### config.mk
export PLATFORM = sky130hd
export DESIGN_NAME = ob_xlate
export DESIGN_NICKNAME = d
export VERILOG_FILES = /design/src/rtl/ob_xlate_pkg.sv /design/src/rtl/ob_win_match.sv /design/src/rtl/ob_prio_pick.sv /design/src/rtl/ob_xlate.sv
export SDC_FILE = /design/constraint.sdc
export NUM_CORES = 1
export LEC_CHECK = 0
export BUFFER_PORTS_ARGS = -buffer_cell sky130_fd_sc_hd__buf_2
export CORE_AREA = 3 3 451 453
export DETAILED_ROUTE_END_ITERATION = 7
export DIE_AREA = 0 0 454 456
export PLACE_DENSITY = 0.38
export SLEW_MARGIN = 20
export SYNTH_ARGS = -nofsm -noshare
export SYNTH_HDL_FRONTEND = slang
export SYNTH_SLANG_ARGS = --single-unit
### constraint.sdc
create_clock -name clk -period 23.2 [get_ports clk]
set_clock_uncertainty 0.05 [all_clocks]
set_input_delay 1.16 -clock clk [delete_from_list [all_inputs] [get_ports clk]]
set_output_delay 1.16 -clock clk [all_outputs]
set_load 0.02 [all_outputs]
### src/rtl/ob_xlate_pkg.sv
package ob_xlate_pkg;

    // attribute word (ctl_a) field positions
    localparam int TYPE_W      = 5;
    localparam int DIGEST_BIT  = 8;
    localparam int EXT_BIT     = 13;
    localparam int FUNC_LSB    = 20;
    // enable word (ctl_b) field position
    localparam int ENABLE_BIT  = 31;
    localparam int HALF_W      = 32;

    typedef enum logic [TYPE_W-1:0] {
        XT_MEM  = 5'h00,
        XT_IO   = 5'h02,
        XT_CFG0 = 5'h04,
        XT_CFG1 = 5'h05
    } xlate_type_e;

endpackage

### src/rtl/ob_win_match.sv
module ob_win_match #(
    parameter int ADDR_W = 64
) (
    input  logic [ADDR_W-1:0]   addr,
    input  logic                enable,
    input  logic                ext_size,
    input  logic [ADDR_W-1:0]   base,
    input  logic [ADDR_W/2-1:0] lim_lo,
    input  logic [ADDR_W/2-1:0] lim_hi,
    output logic                hit
);
    localparam int HW = ADDR_W / 2;

    logic [ADDR_W-1:0] limit;

    always_comb begin
        // without the extended-size bit, the limit shares the base's upper half
        limit = {(ext_size ? lim_hi : base[ADDR_W-1:HW]), lim_lo};
        hit   = enable && (addr >= base) && (addr <= limit);
    end
endmodule

### src/rtl/ob_prio_pick.sv
module ob_prio_pick #(
    parameter int N = 4
) (
    input  logic [N-1:0]                 req,
    output logic                         any,
    output logic [(N>1?$clog2(N):1)-1:0] idx
);
    localparam int IDX_W = (N > 1) ? $clog2(N) : 1;

    always_comb begin
        any = |req;
        idx = '0;
        // scan downward so the lowest set index is the last assignment
        for (int i = N - 1; i >= 0; i--) begin
            if (req[i]) idx = IDX_W'(i);
        end
    end
endmodule

### src/rtl/ob_xlate.sv
module ob_xlate
    import ob_xlate_pkg::*;
#(
    parameter int NUM_WIN = 4,
    parameter int ADDR_W  = 64,
    parameter int FUNC_W  = 3
) (
    input  logic                              clk,
    input  logic                              rst_n,
    input  logic                              req_valid,
    input  logic [ADDR_W-1:0]                 req_addr,
    input  logic [NUM_WIN-1:0][31:0]          win_ctl_a,
    input  logic [NUM_WIN-1:0][31:0]          win_ctl_b,
    input  logic [NUM_WIN-1:0][ADDR_W-1:0]    win_base,
    input  logic [NUM_WIN-1:0][ADDR_W/2-1:0]  win_lim_lo,
    input  logic [NUM_WIN-1:0][ADDR_W/2-1:0]  win_lim_hi,
    input  logic [NUM_WIN-1:0][ADDR_W-1:0]    win_target,
    output logic                              out_valid,
    output logic                              out_hit,
    output logic [ADDR_W-1:0]                 out_addr,
    output logic [TYPE_W-1:0]                 out_type,
    output logic [FUNC_W-1:0]                 out_func,
    output logic                              out_digest
);
    localparam int IDX_W = (NUM_WIN > 1) ? $clog2(NUM_WIN) : 1;

    typedef struct packed {
        logic              valid;
        logic              hit;
        logic [ADDR_W-1:0] addr;
        logic [TYPE_W-1:0] typ;
        logic [FUNC_W-1:0] func;
        logic              digest;
    } res_t;

    res_t res_d, res_q;

    logic [NUM_WIN-1:0] win_hit;
    logic               any_hit;
    logic [IDX_W-1:0]   sel;
    logic [31:0]        sel_ctl;
    logic               unused_cfg_bits;

    assign unused_cfg_bits = ^{win_ctl_a, win_ctl_b};

    for (genvar w = 0; w < NUM_WIN; w++) begin : g_win
        ob_win_match #(.ADDR_W(ADDR_W)) u_match (
            .addr     (req_addr),
            .enable   (win_ctl_b[w][ENABLE_BIT]),
            .ext_size (win_ctl_a[w][EXT_BIT]),
            .base     (win_base[w]),
            .lim_lo   (win_lim_lo[w]),
            .lim_hi   (win_lim_hi[w]),
            .hit      (win_hit[w])
        );
    end

    ob_prio_pick #(.N(NUM_WIN)) u_pick (
        .req (win_hit),
        .any (any_hit),
        .idx (sel)
    );

    always_comb begin
        sel_ctl     = win_ctl_a[sel];
        res_d       = res_q;
        res_d.valid = 1'b0;
        if (req_valid) begin
            res_d.valid = 1'b1;
            if (any_hit) begin
                res_d.hit    = 1'b1;
                res_d.addr   = win_target[sel] + (req_addr - win_base[sel]);
                res_d.typ    = sel_ctl[TYPE_W-1:0];
                res_d.func   = sel_ctl[FUNC_LSB +: FUNC_W];
                res_d.digest = sel_ctl[DIGEST_BIT];
            end else begin
                res_d.hit    = 1'b0;
                res_d.addr   = req_addr;
                res_d.typ    = '0;
                res_d.func   = '0;
                res_d.digest = 1'b0;
            end
        end
    end

    always_ff @(posedge clk) begin
        if (!rst_n) res_q <= '0;
        else        res_q <= res_d;
    end

    assign out_valid  = res_q.valid;
    assign out_hit    = res_q.hit;
    assign out_addr   = res_q.addr;
    assign out_type   = res_q.typ;
    assign out_func   = res_q.func;
    assign out_digest = res_q.digest;
endmodule

* Yosys cells after proc, flatten, opt, wreduce, memory -nomap -nowiden *
Index checks and enable logic that the tools add are counted.
Widths: inputs -> output; s select.

storage, ports and cells
  input bits = 1091
  word-level logic and storage cells = 42
  flip-flop bits (word level) = 75
  output and inout port bits = 75

cells by class
  $add $sub $neg = 2
  reduce and logical (&&, ||, !) cells = 9
  mux-type cells = 16
  order comparisons = 9

operators with widths
  operator            count
  $bmux 64 s2         2
  $ge 64x64->1        4
  $le 64x64->1        4
  $mux 32             4
  $mux 64             2
  $mux 75             1
  $mux 74             1
  $add 64x64->64      1
  $bmux 32 s2         1
  $sub 64x64->64      1
  $mux 23             1
  $logic_and 1x1->1   8
  $mux 2              4
  $reduce_or 4->1     1
  $lt 2x3->1 const B  1

* Depth between registers and ports, before layout *
  word-level depth = 13
  mapped depth = 36
  depth with buffers taken out = 31

* Cells and area by module *
A second synthesis with hierarchy kept.

unflattened totals
  cells, all modules = 3244
  area total of the unflattened synthesis = 26152.6 µm²

by module, submodules not included
  module                               cells each  area an instance (µm²)  sequential area each (µm²)  times used
  ob_xlate                             1411        12341.8                 1501.4                      1
  ob_win_match (g_win[0].u_match ...)  455         3483.3                  0.0                         2
  ob_win_match (g_win[1].u_match ...)  458         3404.5                  0.0                         2
  ob_prio_pick                         7           35.0                    0.0                         1

* Worst setup path after synthesis *
No wires, ideal clock.

  kind = input to register
  start = input port win_ctl_a[77] (netlist name)
  end = register res_q (netlist bit out_addr[62])
  required time = 23.071 ns
  arrival time = 8.293 ns
  setup time = 0.079 ns
  cell stages on the path = 34
  setup slack = 14.778 ns
  path buffers = 4
  cell sequence = clkbuf_1 -> buf_1 -> mux2i_1 -> ha_1 -> nand4_1 -> nor4_1 -> nand3_1 -> nor4_1 -> o31ai_1 -> a21o_1 -> and2_1 -> nand2b_1 -> a21oi_4 -> inv_2 -> buf_2 -> clkbuf_1 -> a211oi_1 -> a21oi_1 -> fa_1 -> inv_1 -> ha_1 -> and4_1 -> and3_1 -> and3_4 -> o311ai_4 -> a31oi_4 -> o21ai_2 -> o22a_4 -> o31ai_4 -> a31oi_2 -> o311ai_2 -> o211ai_1 -> mux2_4 -> a211oi_2

on the way
  longest elaborated chain between the ends = 11
  elaborated cells on any way between the ends = 14
  classes of those cells = 2 x add/sub; 1 x order compare; 9 x mux; 2 x reduce/logical

RTL lines
  element                        line                source
  start, declared                ob_xlate.sv:12      input logic [NUM_WIN-1:0][31:0] win_ctl_a,
  $mux 32 *                      ob_win_match.sv:18  limit = {(ext_size ? lim_hi : base[ADDR_W-1:HW]), lim_lo};
  $le 64x64->1 *                 ob_win_match.sv:19  hit = enable && (addr >= base) && (addr <= limit);
  $logic_and 1x1->1 *            ob_win_match.sv:19
  $mux 2 (3 in a row)            ob_prio_pick.sv:15  if (req[i]) idx = IDX_W'(i);
  $bmux 64 s2                    ob_xlate.sv:72      res_d.addr = win_target[sel] + (req_addr - win_base[sel]);
  $mux 64 (not written as such)  ob_xlate.sv:72
  $sub 64x64->64                 ob_xlate.sv:72
  $add 64x64->64                 ob_xlate.sv:72
  $mux 74 *                      ob_xlate.sv:70      if (any_hit) begin
  end signal, assigned           ob_xlate.sv:88      else res_q <= res_d;
  end, declared                  ob_xlate.sv:36      res_t res_d, res_q;

Every way passes the cells marked *; elsewhere a longest branch is shown, timed or not. The select of a mux whose other input is x is not followed.
A chain may end at the register's enable or synchronous reset.

* Final worst setup path *
  start = input port win_ctl_a[77] (netlist name)
  end = register res_q (netlist bit out_addr[59])

Same word-level chain as after synthesis.

==> impl_metrics.json <==
{
  "holdBufCountCts": 0,
  "clockBufferDepth": 2,
  "track_usage_pct": 16.8,
  "synth.avg_cell_area_sq_um": 7.48,
  "path_class": "in2reg",
  "ant_nets": 0,
  "grt-ovfl-total": 0,
  "netlist_top_cells_area": "ha_1 (28%), mux2i_1 (8.3%), a21oi_1 (7.3%)",
  "fillers": 23000,
  "yosysMostFrequentCell": "ha_1",
  "vias": 29600,
  "synth_top_area_share_pct": 27.8,
  "drtPass1Iterations": 6,
  "synth_nets": 5198,
  "post-place-ws_ps": 9740,
  "slew_headroom_pct": 13.7,
  "p_leak_nw": 17.5,
  "num_rows": 164,
  "fin_crit_sh_pct": 55.2,
  "cts.sinks": 75,
  "clock.fmax_mhz": 78.1,
  "register_area_sq_um": 1500,
  "vias_per_cell": 4.22,
  "die_y_um": 456,
  "worstPathRequired_ps": 23390,
  "place_congestion": 0.912,
  "synth_common_cells": "ha_1 (576), inv_1 (424), a21oi_1 (380)",
  "max_stage_delay_ps": 1060,
  "synth-seq-area-share_pct": 5.79,
  "maxSlewViolCount": 0,
  "start_util_pct": 13.0,
  "worstMarginPinSlew_ps": 1280,
  "async_flop_share_pct": 0,
  "ioPinCount": 1166,
  "area_growth_syn_to_layout_pct": 31.8,
  "grt_max_degree": 159,
  "synth-main-ff-cell": "dfxtp_1",
  "drive_gt1_share_pct": 26.1,
  "multi_input_area_sq_um": 22200,
  "critPathBufInv": 6,
  "setup_viol": 0,
  "rsz0062_at_grt": "no",
  "period_needed_ps": 12800,
  "yosysWarnings": 0,
  "power_w": 0.00202,
  "ys_types": 93,
  "cts-resized-gates": 0,
  "cpMaxStageDelayCell": "nor4_1",
  "cap_violations": 0,
  "powerDensity_nw_per_um2": 59.1,
  "coreArea_sq_um": 200000,
  "clk_latency_ps": 410,
  "num-nets-final": 6052,
  "tritoncts": "yes",
  "run_status": "completed",
  "post-cts-setup-buffers": 0,
  "cpMostUsedCell": "buf_4",
  "yosysTopAreaCell": "ha_1",
  "final_core_util_pct": 17.1,
  "clk_pin_slew_ps": 80,
  "numPortBuffers": 953,
  "die_w_um": 454,
  "dieArea_sq_um": 207000,
  "arrival_ps": 12990,
  "tns_ps": 0,
  "netlist_instances": 3468,
  "grt_pass1_vias": 29400,
  "drc_errors": 0,
  "cts.htree.levels": 3,
  "antenna_found_initial": 90,
  "cts_buffers": 9,
  "fin_ws_ps": 10400,
  "cp-start-kind": "primary input",
  "worstSetupEndpointType": "register",
  "synth_seq_cells": 75,
  "dp_hpwl_mm": 161,
  "synth_area_sq_um": 25900,
  "wl_per_cell_um": 25.9,
  "hold_class": "reg2reg",
  "root_buffer": "clkbuf_16",
  "grt_pass1_wl_mm": 241,
  "drt_wl_total_mm": 182,
  "drt_iter0_drc": 1539,
  "crit_path_max_fanout": 70,
  "synth-edff-count": 0,
  "critPathTopFamily": "compound AO/OA/AOI/OAI gates",
  "finalHoldViolations": 0,
  "ir_drop_mv": 0.0407
}
## state kept, by name (all words and copies together), names as in the netlist
| signal | cells |
|---|---|
| out_addr | 64 |
| out_type | 5 |
| out_digest | 1 |
| out_valid | 1 |
| out_func | 3 |
| out_hit | 1 |
## report_power, final
part / total (W) / internal [W] / switching [W] / leakage (nW)
Combinational: 0.00169 / 0.000630 / 0.00106 / 16.7
Sequential: 0.000160 / 0.000149 / 0.0000109 / 0.621
Clock: 0.000173 / 0.0000877 / 0.0000852 / 0.146
Total: 0.00202 / 0.000867 / 0.00115 / 17.5
## final timing paths
check	start	to	slack (ps)	depth (start not counted)
max	win_ctl_a[77]	out_addr[59]	10400	33
min	out_addr[24]	out_addr[24]	430	2
max reg2reg	out_addr[57]	out_addr[57]	22330	3
min reg2reg	out_addr[24]	out_addr[24]	430	2
## cell usage in the layout (no fill, tap or decap), types with 17 or more instances in the layout
cell	n
o211ai_1	68
inv_1	424
nand2_1	288
mux2_2	65
ha_1	576
nor2b_1	28
fa_1	63
nor4_1	17
diode_2	25
and4_1	23
buf_4	38
a221oi_1	28
nor2_1	224
dfxtp_1	75
nand4_1	95
a211oi_1	65
nand3_1	60
a21o_1	100
mux2i_1	215
xnor2_1	34
a21oi_1	380
o21ai_0	230
buf_2	952
o21bai_1	17
nor3_1	23
xor2_1	23
## per-layer routing
metal	up-vias	track usage, %	wire, um
li1	14300	-	-
met1	14100	21.0	77800
met2	976	30.3	90300
met3	198	2.13	8080
met4	22	4.19	5460
met5	-	0	161
## cells by family after synthesis
logic type,count (synthesis),share of synthesized area (%)
and+or+nand+nor,826,15.0
buffers and inverters,578,8.63
muxes,291,12.0
xor gates and xnor gates,57,1.93
DFF,75,5.79
AOI/OAI and AO/OA,1002,24.0
adders and majority gates,639,32.7
## tightest hold or removal path: stages (launching register included)
cell and delay, ps:
dfxtp_1 310, nor2_1 80, a211oi_1 50
## metrics by stage
step                      hold WS [ps]  instance area, sq um  instances
after floorplan                    506                 25900       3468
after global placement             423                 33800       6967
after detailed placement           424                 33800       6967
after CTS                          437                 34100       6983
after global routing               453                 34100       6992
final                              434                 34200       7008
## final cells by class
type / instances / area share (%)
Antenna cell: 25 / 0.183
Clock buffer: 10 / 0.699
Clock inverter: 6 / 0.209
Inverter: 426 / 4.68
Multi-Input combinational cell: 2815 / 65.1
Sequential cell: 75 / 4.39
Tap cell: 2656 / 9.72
Timing Repair Buffer: 995 / 15.0
Note: power is estimated with default switching activity, not from simulation.
